$ cat config.mk
export PLATFORM = sky130hd
export DESIGN_NAME = sd_cmd_engine
export DESIGN_NICKNAME = d
export VERILOG_FILES = /design/src/rtl/sd_cmd_pkg.sv /design/src/rtl/sd_crc7.sv /design/src/rtl/sd_frame_builder.sv /design/src/rtl/sd_resp_shift.sv /design/src/rtl/sd_cmd_engine.sv
export SDC_FILE = /design/constraint.sdc
export NUM_CORES = 1
export LEC_CHECK = 0
export BUFFER_PORTS_ARGS = -buffer_cell sky130_fd_sc_hd__buf_4
export CAP_MARGIN = 20
export CORE_MARGIN = 3
export CORE_UTILIZATION = 35
export DETAILED_ROUTE_END_ITERATION = 8
export PLACE_DENSITY = 0.61
export SYNTH_ARGS = -nofsm -noshare
export SYNTH_HDL_FRONTEND = slang
export SYNTH_SLANG_ARGS = --single-unit
$ cat constraint.sdc
create_clock -name clk -period 3.5 [get_ports clk]
set_input_delay 0.525 -clock clk [delete_from_list [all_inputs] [get_ports clk]]
set_output_delay 0.525 -clock clk [all_outputs]
set_load 0.02 [all_outputs]
$ cat src/rtl/sd_cmd_pkg.sv
package sd_cmd_pkg;
    typedef enum logic [2:0] {
        ST_IDLE,
        ST_FLUSH,
        ST_FRAME,
        ST_POLL,
        ST_EXT,
        ST_PAD,
        ST_FINISH
    } eng_state_t;

    localparam int          FRAME_BYTES = 6;
    localparam logic [7:0]  IDLE_BYTE   = 8'hFF;
    localparam logic [1:0]  START_BITS  = 2'b01;
endpackage

$ cat src/rtl/sd_crc7.sv
module sd_crc7 #(
    parameter int DATA_BITS = 40
) (
    input  logic [DATA_BITS-1:0] data,
    output logic [6:0]           crc
);
    always_comb begin
        logic [6:0] acc;
        logic       fb;
        acc = 7'd0;
        for (int i = DATA_BITS - 1; i >= 0; i--) begin
            fb  = data[i] ^ acc[6];
            acc = {acc[5:0], 1'b0};
            if (fb) acc = acc ^ 7'h09;
        end
        crc = acc;
    end
endmodule

$ cat src/rtl/sd_frame_builder.sv
module sd_frame_builder
    import sd_cmd_pkg::*;
#(
    parameter int ARG_BYTES = 4
) (
    input  logic [5:0]             idx,
    input  logic [8*ARG_BYTES-1:0] arg,
    input  logic [2:0]             sel,
    output logic [7:0]             byte_o
);
    localparam int HEAD_BITS = 8 + 8 * ARG_BYTES;

    logic [7:0] frame [0:ARG_BYTES+1];
    logic [6:0] crc;

    sd_crc7 #(.DATA_BITS(HEAD_BITS)) u_crc (
        .data ({START_BITS, idx, arg}),
        .crc  (crc)
    );

    assign frame[0] = {START_BITS, idx};
    for (genvar g = 0; g < ARG_BYTES; g++) begin : g_arg
        assign frame[g+1] = arg[8*(ARG_BYTES-g)-1 -: 8];
    end
    assign frame[ARG_BYTES+1] = {crc, 1'b1};

    always_comb begin
        byte_o = IDLE_BYTE;
        for (int k = 0; k < ARG_BYTES + 2; k++) begin
            if (sel == 3'(k)) byte_o = frame[k];
        end
    end
endmodule

$ cat src/rtl/sd_resp_shift.sv
module sd_resp_shift #(
    parameter int BYTES = 4
) (
    input  logic               clk,
    input  logic               rst_n,
    input  logic               clr,
    input  logic               shift,
    input  logic [7:0]         din,
    output logic [8*BYTES-1:0] dout
);
    always_ff @(posedge clk or negedge rst_n) begin
        if (!rst_n)     dout <= '0;
        else if (clr)   dout <= '0;
        else if (shift) dout <= {dout[8*BYTES-9:0], din};
    end
endmodule

$ cat src/rtl/sd_cmd_engine.sv
module sd_cmd_engine
    import sd_cmd_pkg::*;
#(
    parameter int READY_MAX = 64,
    parameter int R1_POLLS  = 8,
    parameter int EXT_MAX   = 4
) (
    input  logic                           clk,
    input  logic                           rst_n,
    input  logic                           start,
    input  logic [5:0]                     cmd_idx,
    input  logic [31:0]                    cmd_arg,
    input  logic [$clog2(EXT_MAX+1)-1:0]   ext_cnt,
    output logic                           spi_req,
    output logic [7:0]                     spi_txd,
    input  logic                           spi_ack,
    input  logic [7:0]                     spi_rxd,
    output logic                           busy,
    output logic                           done,
    output logic                           timeout,
    output logic [7:0]                     r1,
    output logic [8*EXT_MAX-1:0]           resp_ext
);
    localparam int CNT_MAX = (READY_MAX > R1_POLLS) ? READY_MAX : R1_POLLS;
    localparam int CNT_W   = $clog2(CNT_MAX + 1);
    localparam int EXT_W   = $clog2(EXT_MAX + 1);

    eng_state_t       state_q, state_d;
    logic [CNT_W-1:0] cnt_q;
    logic [5:0]       idx_q;
    logic [31:0]      arg_q;
    logic [EXT_W-1:0] ext_q;
    logic             req_q;
    logic             xfer;
    logic             rx_idle, rx_r1;
    logic             last_flush, last_poll, last_frame, last_ext;
    logic [7:0]       frame_byte;
    logic             resp_clr, resp_shift;

    assign xfer       = req_q && spi_ack;
    assign rx_idle    = (spi_rxd == IDLE_BYTE);
    assign rx_r1      = !spi_rxd[7];
    assign last_flush = (cnt_q == CNT_W'(READY_MAX - 1));
    assign last_poll  = (cnt_q == CNT_W'(R1_POLLS - 1));
    assign last_frame = (cnt_q == CNT_W'(FRAME_BYTES - 1));
    assign last_ext   = ((cnt_q + CNT_W'(1)) == CNT_W'(ext_q));

    sd_frame_builder #(.ARG_BYTES(4)) u_frame (
        .idx    (idx_q),
        .arg    (arg_q),
        .sel    (cnt_q[2:0]),
        .byte_o (frame_byte)
    );

    // Next-state logic
    always_comb begin
        state_d = state_q;
        unique case (state_q)
            ST_IDLE:   if (start) state_d = ST_FLUSH;
            ST_FLUSH:  if (xfer) begin
                           if (rx_idle)         state_d = ST_FRAME;
                           else if (last_flush) state_d = ST_FINISH;
                       end
            ST_FRAME:  if (xfer && last_frame) state_d = ST_POLL;
            ST_POLL:   if (xfer) begin
                           if (rx_r1)          state_d = (ext_q == '0) ? ST_PAD : ST_EXT;
                           else if (last_poll) state_d = ST_FINISH;
                       end
            ST_EXT:    if (xfer && last_ext) state_d = ST_PAD;
            ST_PAD:    if (xfer) state_d = ST_FINISH;
            ST_FINISH: state_d = ST_IDLE;
            default:   state_d = ST_IDLE;
        endcase
    end

    // State register, byte counter and latched command
    always_ff @(posedge clk or negedge rst_n) begin
        if (!rst_n) begin
            state_q <= ST_IDLE;
            cnt_q   <= '0;
            idx_q   <= '0;
            arg_q   <= '0;
            ext_q   <= '0;
        end else begin
            state_q <= state_d;
            if (state_d != state_q)  cnt_q <= '0;
            else if (xfer)           cnt_q <= cnt_q + CNT_W'(1);
            if (state_q == ST_IDLE && start) begin
                idx_q <= cmd_idx;
                arg_q <= cmd_arg;
                ext_q <= (ext_cnt > EXT_W'(EXT_MAX)) ? EXT_W'(EXT_MAX) : ext_cnt;
            end
        end
    end

    // Outputs: request, status and R1 capture
    always_ff @(posedge clk or negedge rst_n) begin
        if (!rst_n) begin
            req_q   <= 1'b0;
            timeout <= 1'b0;
            r1      <= IDLE_BYTE;
        end else begin
            if (xfer)
                req_q <= 1'b0;
            else if (!req_q && state_q inside {ST_FLUSH, ST_FRAME, ST_POLL, ST_EXT, ST_PAD})
                req_q <= 1'b1;

            if (state_q == ST_IDLE && start) begin
                timeout <= 1'b0;
                r1      <= IDLE_BYTE;
            end else if (xfer && state_q == ST_FLUSH && !rx_idle && last_flush) begin
                timeout <= 1'b1;
            end else if (xfer && state_q == ST_POLL) begin
                if (rx_r1)          r1      <= spi_rxd;
                else if (last_poll) timeout <= 1'b1;
            end
        end
    end

    assign resp_clr   = (state_q == ST_IDLE) && start;
    assign resp_shift = xfer && (state_q == ST_EXT);

    sd_resp_shift #(.BYTES(EXT_MAX)) u_resp (
        .clk   (clk),
        .rst_n (rst_n),
        .clr   (resp_clr),
        .shift (resp_shift),
        .din   (spi_rxd),
        .dout  (resp_ext)
    );

    assign spi_req = req_q;
    assign spi_txd = (state_q == ST_FRAME) ? frame_byte : IDLE_BYTE;
    assign busy    = (state_q != ST_IDLE);
    assign done    = (state_q == ST_FINISH);

    // Assertions
    assert_req_hold_R9: assert property (@(posedge clk) disable iff (!rst_n)
        (spi_req && !spi_ack) |=> (spi_req && $stable(spi_txd)));

    assert_req_gap_R9: assert property (@(posedge clk) disable iff (!rst_n)
        (spi_req && spi_ack) |=> !spi_req);

    assert_done_pulse_R10: assert property (@(posedge clk) disable iff (!rst_n)
        done |=> !done);

    assert_fill_byte_R2: assert property (@(posedge clk) disable iff (!rst_n)
        (spi_req && state_q != ST_FRAME) |-> (spi_txd == IDLE_BYTE));

    assert_poll_bound_R5: assert property (@(posedge clk) disable iff (!rst_n)
        (state_q == ST_POLL) |-> (cnt_q < CNT_W'(R1_POLLS)));

    assert_flush_bound_R8: assert property (@(posedge clk) disable iff (!rst_n)
        (state_q == ST_FLUSH) |-> (cnt_q < CNT_W'(READY_MAX)));

    assert_idle_quiet_R1: assert property (@(posedge clk) disable iff (!rst_n)
        !busy |-> !spi_req);
endmodule

**Word level (Yosys, flattened, before mapping)**

Index checks and enable logic that the tools add are counted.
W data, S select, Z words.

- Reduce and logical (&&, ||, !) cells: 26
- Order comparisons: 1
- Add/sub/neg operators: 1
- Bitwise logic cells: 74
- Equality and inequality tests: 19
- Mux-type cells: 73

Operators by type and width:

| kind | number |
|---|---|
| $mux W4 | 38 |
| $mux W8 | 11 |
| $not A2 Y2 | 37 |
| $mux W32 | 2 |
| $xor A1 B1 Y1 | 34 |
| $mux W3 | 11 |
| $pmux W3 S6 | 1 |
| $eq A3 B3 Y1 const B | 5 |
| $eq A7 B3 Y1 const B | 2 |
| $mux W7 | 2 |
| $eq A3 B2 Y1 const B | 4 |
| $reduce_bool A3 Y1 | 4 |
| $logic_and A1 B1 Y1 | 10 |
| $logic_not A3 Y1 | 3 |
| $eq A8 B8 Y1 const B | 1 |
| $mux W1 | 8 |
| $reduce_bool A2 Y1 | 4 |
| $add A7 B1 Y7 const B | 1 |
| $eq A7 B3 Y1 | 1 |
| $eq A7 B6 Y1 const B | 1 |
| $eq A3 B1 Y1 const B | 2 |
| $reduce_and A3 Y1 | 2 |
| $reduce_bool A5 Y1 | 1 |
| $gt A3 B3 Y1 const B | 1 |
| 5 further kinds | 8 |

- Input bits: 53
- Bits in registers: 93
- Output and inout bits: 52

**Longest topological paths before layout**

- Word-level depth: 77
- Gate-level depth with buffers: 9
- Gate-level depth less buffers: 9

**Modules after synthesis**

From an unflattened synthesis, not the netlist that was laid out.

- Cells, all modules: 540
- Area, all modules: 5699.2 µm²

Modules (own cells, without submodules):

| module | cells an instance | seq. area each (µm²) | times used | area an instance (µm²) |
|---|---|---|---|---|
| sd_cmd_engine | 311 | 1536.5 | 1 | 2896.5 |
| sd_resp_shift | 103 | 800.8 | 1 | 1323.8 |
| sd_crc7 | 60 | 0.0 | 1 | 989.7 |
| sd_frame_builder | 66 | 0.0 | 1 | 489.2 |

**Least setup slack after synthesis**

No wires, ideal clock.

- Kind: reg2out
- Start point: register idx_q[1]
- End point: output port spi_txd[5]
- Cell stages (with the launch flop): 8
- Arrival time: 2815 ps
- Path buffers: 0
- Path slack: 160 ps
- Data required time: 2975 ps
- Cells stage by stage: dfrtp_1 xnor3_2 xnor3_2 xnor3_1 xnor3_2 xnor2_1 xnor2_1 o221ai_1

- Cells in the longest elaborated chain, start to end: 30
- Elaborated cells on any way between the ends: 65

Ends and longest elaborated chain:

| element | RTL line | RTL |
|---|---|---|
| start: declaration | sd_cmd_engine.sv:30 | `logic [5:0] idx_q;` |
| start signal: assignment | sd_cmd_engine.sv:89 | `idx_q <= cmd_idx;` |
| $xor A1 B1 Y1 * | sd_crc7.sv:12 | `fb = data[i] ^ acc[6];` |
| $mux W4 * | sd_crc7.sv:14 | `if (fb) acc = acc ^ 7'h09;` |
| $xor A1 B1 Y1 / $mux W4 (equally long branches) | sd_crc7.sv:12, sd_crc7.sv:14 |  |
| $mux W4 | sd_crc7.sv:14 |  |
| $xor A1 B1 Y1 (tied with other cells) | sd_crc7.sv:12 |  |
| $mux W4 | sd_crc7.sv:14 |  |
| $mux W4 (tied with other cells) | sd_crc7.sv:14 |  |
| $mux W4 | sd_crc7.sv:14 |  |
| (+14 left out) | -- |  |
| $xor A1 B1 Y1 (tied with other cells) | sd_crc7.sv:12 |  |
| $mux W4 | sd_crc7.sv:14 |  |
| $mux W4 (tied with other cells) | sd_crc7.sv:14 |  |
| $mux W4 | sd_crc7.sv:14 |  |
| $not A2 Y2 (no line) / $xor A1 B1 Y1 (equally long branches) | -- |  |
| $mux W4 * | sd_crc7.sv:14 |  |
| $mux W8 * | sd_frame_builder.sv:30 | `if (sel == 3'(k)) byte_o = frame[k];` |
| $mux W8 * | sd_cmd_engine.sv:133 | `assign spi_txd = (state_q == ST_FRAME) ? frame_byte : IDLE_BYTE;` |
| end: declaration | sd_cmd_engine.sv:15 | `output logic [7:0] spi_txd,` |

Every way passes the cells marked *; elsewhere a longest branch is shown, timed or not.

**Worst setup path after layout**

- Start point: register idx_q[1]
- End point: output port spi_txd[2]

- Cells in the longest elaborated chain, start to end: 31
- Elaborated cells on any way between the ends: 56

Ends and longest elaborated chain:

| element | RTL line |
|---|---|
| $xor A1 B1 Y1 * | sd_crc7.sv:12 |
| $mux W4 * | sd_crc7.sv:14 |
| $xor A1 B1 Y1 / $mux W4 (equally long branches) | sd_crc7.sv:12, sd_crc7.sv:14 |
| $mux W4 | sd_crc7.sv:14 |
| $mux W4 / $not A2 Y2 (equally long branches) | -- |
| $mux W4 | sd_crc7.sv:14 |
| $not A2 Y2 (no line) / $xor A1 B1 Y1 (equally long branches) | -- |
| $mux W4 | sd_crc7.sv:14 |
| (+14 left out) | -- |
| $mux W4 / $not A2 Y2 (equally long branches) | -- |
| $mux W4 | sd_crc7.sv:14 |
| $not A2 Y2 (no line) / $xor A1 B1 Y1 (equally long branches) | -- |
| $mux W4 * | sd_crc7.sv:14 |
| $xor A1 B1 Y1 * | sd_crc7.sv:12 |
| $mux W4 * (2 in series) | sd_crc7.sv:14 |
| $mux W8 * | sd_frame_builder.sv:30 |
| $mux W8 * | sd_cmd_engine.sv:133 |

Marked as above.

==> impl_metrics.py <==
metrics = {
    "floorplan": {
        "rows": 44,
        "initial_utilization": 0.3615,
        "boundaryPins": 105,
        "die-area_mm2": 0.01664,
        "die_y_um": 129.0,
        "core_area_mm2": 0.01464,
        "die_w_um": 129.0,
    },
    "timing": {
        "rsz0062_at_grt": "yes",
        "fin_crit_sh": 0.9863,
        "slew_viol_final": 0,
        "period_minus_slack_ps": 3452,
        "hold_slack_ps": 179.8,
        "setup_viol": 0,
        "maxSlewHeadroom": 0.4886,
        "finalClockSkew_ps": 6.856,
        "max_freq_mhz": 289.7,
        "worstMarginPinSlew_ps": 762.5,
        "hold_viol": 0,
    },
    "worst_setup_path": {
        "cp.arrival_ps": 2930,
        "reg2reg_depth": 8,
        "endpoint_kind": "output pin",
        "cp.required_ps": 2970,
        "critPathLaunch": "idx_q[1]",
        "r2r_start": "cnt_q[1]",
        "startpoint_type": "register",
        "r2r_end": "cnt_q[1]",
        "cp_max_fo": 3,
        "critical_path_class": "register to output pin",
        "rrSetupSlack_ps": 800,
    },
    "global_routing": {
        "grt_overflow_total": 0,
        "grt_max_degree": 50,
        "grt_pass1_vias": 4386,
        "grtUsageTotal": 0.1752,
        "grt_pass1_wl_mm": 23.06,
        "antenna_found_initial": 0,
    },
    "placed_design": {
        "io_buffers": 104,
        "place_congestion": 0.8853,
        "dp_hpwl_mm": 10.57,
        "dpl_cell_area_mm2": 0.006281,
        "placed_cells": 875,
    },
    "final_layout": {
        "final_layout_size_suffix_gt1_frac": 0.2472,
        "multi_input_area_mm2": 0.002858,
        "stdcell_count": 904,
        "num-fill-cells": 1416,
        "stdcell_area_mm2": 0.006793,
        "final_common_cell": "nand2_1",
        "seqCellArea_mm2": 0.002341,
        "syn_to_final_growth_pct": 28.31,
        "nets": 773,
        "final_cell_mix": "nand2_1 (202), buf_4 (130), dfrtp_1 (82)",
        "n_antenna_cell": 0,
    },
    "clock_network": {
        "hold_buffers": 0,
        "clk_pin_slew_ps": 70,
        "cts_made_buffers": 9,
        "clock-sinks": 93,
        "htreeDepth": 3,
        "cts_buffer_depth": 2,
        "clk_latency_ps": 350,
        "root_buffer": "clkbuf_16",
        "cts_tree": "done",
    },
    "synth": {
        "synth_top_area_cell": "dfrtp_1",
        "avgSynthCellArea_um2": 8.707,
        "syn_inst": 608,
        "netlist_area_mm2": 0.005294,
        "yosysUniqueCellTypes": 39,
        "synth_seq_cells": 93,
        "netlist_top_cells_area": "dfrtp_1 (40%), nand2_1 (14%), xnor2_1 (7.3%)",
        "synth_top_area_frac": 0.4018,
        "synth.net_count": 666,
        "yosysWarningCount": 0,
        "yosysSeqAreaShare": 0.4415,
    },
    "routing": {
        "routedWlPerCell_um": 16.06,
        "drcViolationCount": 0,
        "viasPerCell": 4.982,
        "drt_wl_total_mm": 14.52,
        "routed.top_layer": "met4",
        "wl_met3_um": 514,
        "met1Wirelength_mm": 6.795,
        "dr_wl_met2_mm": 6.946,
        "drt_iter0_markers": 389,
        "detail-route-antenna-nets": 0,
        "dr.pass1.iters": 5,
        "vias": 4504,
    },
    "outcome": {
        "outcome": "completed",
    },
    "hold_path": {
        "worst_hold_path_type": "input port to async pin",
    },
    "job": {
        "maxCapViolCount": 0,
    },
}
==> synth_stat cells, drive strengths merged <==
cell      n
o221ai    6
nor2     20
nor3      8
o22ai     4
nand3    11
nor3b     3
and3      1
xnor2    44
mux2i     2
dfrtp    85
nor4b     1
a21o      1
xor2     14
a211o     1
inv      18
nor2b     4
a31oi     1
a211oi    3
or4       2
a311oi    1
nand4     5
buf       5
mux2      2
o21ai    28
xor3      3
nand4b    1
nand2   202
clkbuf   29
o211ai    7
a21oi    54
xnor3    15
or3       3
nand3b    2
dfstp     8
and2      3
a221oi    2
nand2b    4
ha        5
==> routing by layer <==
| metal | vias up | GRT usage |
|---|---|---|
| met5 | - | 0 |
| met4 | 0 | 0.06485 |
| met1 | 2161 | 0.2514 |
| li1 | 2219 | - |
| met3 | 18 | 0.02283 |
| met2 | 106 | 0.2716 |
==> stage by stage <==
| stage | setup TNS, ps | utilization | worst slack (ps) |
|---|---|---|---|
| 2_1_floorplan | 0 | - | 160.2 |
| 3_3_place_gp | 0 | 0.4289 | 131.5 |
| 3_5_place_dp | 0 | 0.4289 | 66.86 |
| 4_1_cts | 0 | 0.4549 | 0.4128 |
| 5_1_grt | -91.13 | 0.4639 | -50.35 |
| 6_report | 0 | 0.4639 | 47.80 |
==> worst max-delay path by stage <==
| stage | to | slack, ps | depth (start not counted) |
|---|---|---|---|
| after global routing | spi_txd[2] | -50 | 8 |
| after global placement | spi_txd[2] | 130 | 8 |
| after detailed placement | spi_txd[2] | 70 | 8 |
| after CTS | spi_txd[1] | 0.4 | 8 |
| after floorplan | spi_txd[5] | 160 | 7 |
| final | spi_txd[2] | 50 | 8 |
==> repair_timing <==
| item | 4_1_cts | 5_1_grt |
|---|---|---|
| gates cloned | 0 | 0 |
| setup buffers | 6 | 7 |
| pin swaps | 8 | 10 |
| resized for setup | 2 | 17 |
| endpoints found under the setup margin | 6 | 6 |
==> registers in the layout, indices dropped and copies added, names as in the netlist <==
| register | cells |
|---|---|
| idx_q | 6 |
| arg_q | 32 |
| cnt_q | 7 |
| state_q | 3 |
| timeout | 1 |
| u_resp.dout | 32 |
| r1 | 8 |
| ext_q | 3 |
| spi_req | 1 |
==> cell families (layout without fill, tap and decap cells) <==
kind of cell	Yosys count	count (layout)	synth area share
xor+xnor	76	76	0.1740
mux	4	4	0.008036
fa+ha+maj	5	5	0.01182
flops	93	93	0.4415
simple gates	270	270	0.2122
compound gates	108	108	0.1156
buf+inv	52	164	0.03687
==> worst max-delay path, stage by stage, from the launching register on <==
cell,delay (ps)
dfrtp_1,360
xnor3_2,460
xnor3_2,410
xnor3_1,270
xnor3_2,280
xnor2_1,180
or3_1,370
nand4_1,110
buf_4,150
==> layout make-up <==
| cell class | count | share of cell area |
|---|---|---|
| well taps | 184 | 0.03389 |
| flip-flops and latches | 93 | 0.3446 |
| multi-input cells | 463 | 0.4207 |
| inverters | 18 | 0.009947 |
| repair buffers | 130 | 0.1437 |
| clock buffers | 12 | 0.03923 |
| clock inverters | 4 | 0.007920 |
Power is left out: the tool's default activity adds up to more than one toggle a clock period on the data nets, which glitch-free logic cannot reach.
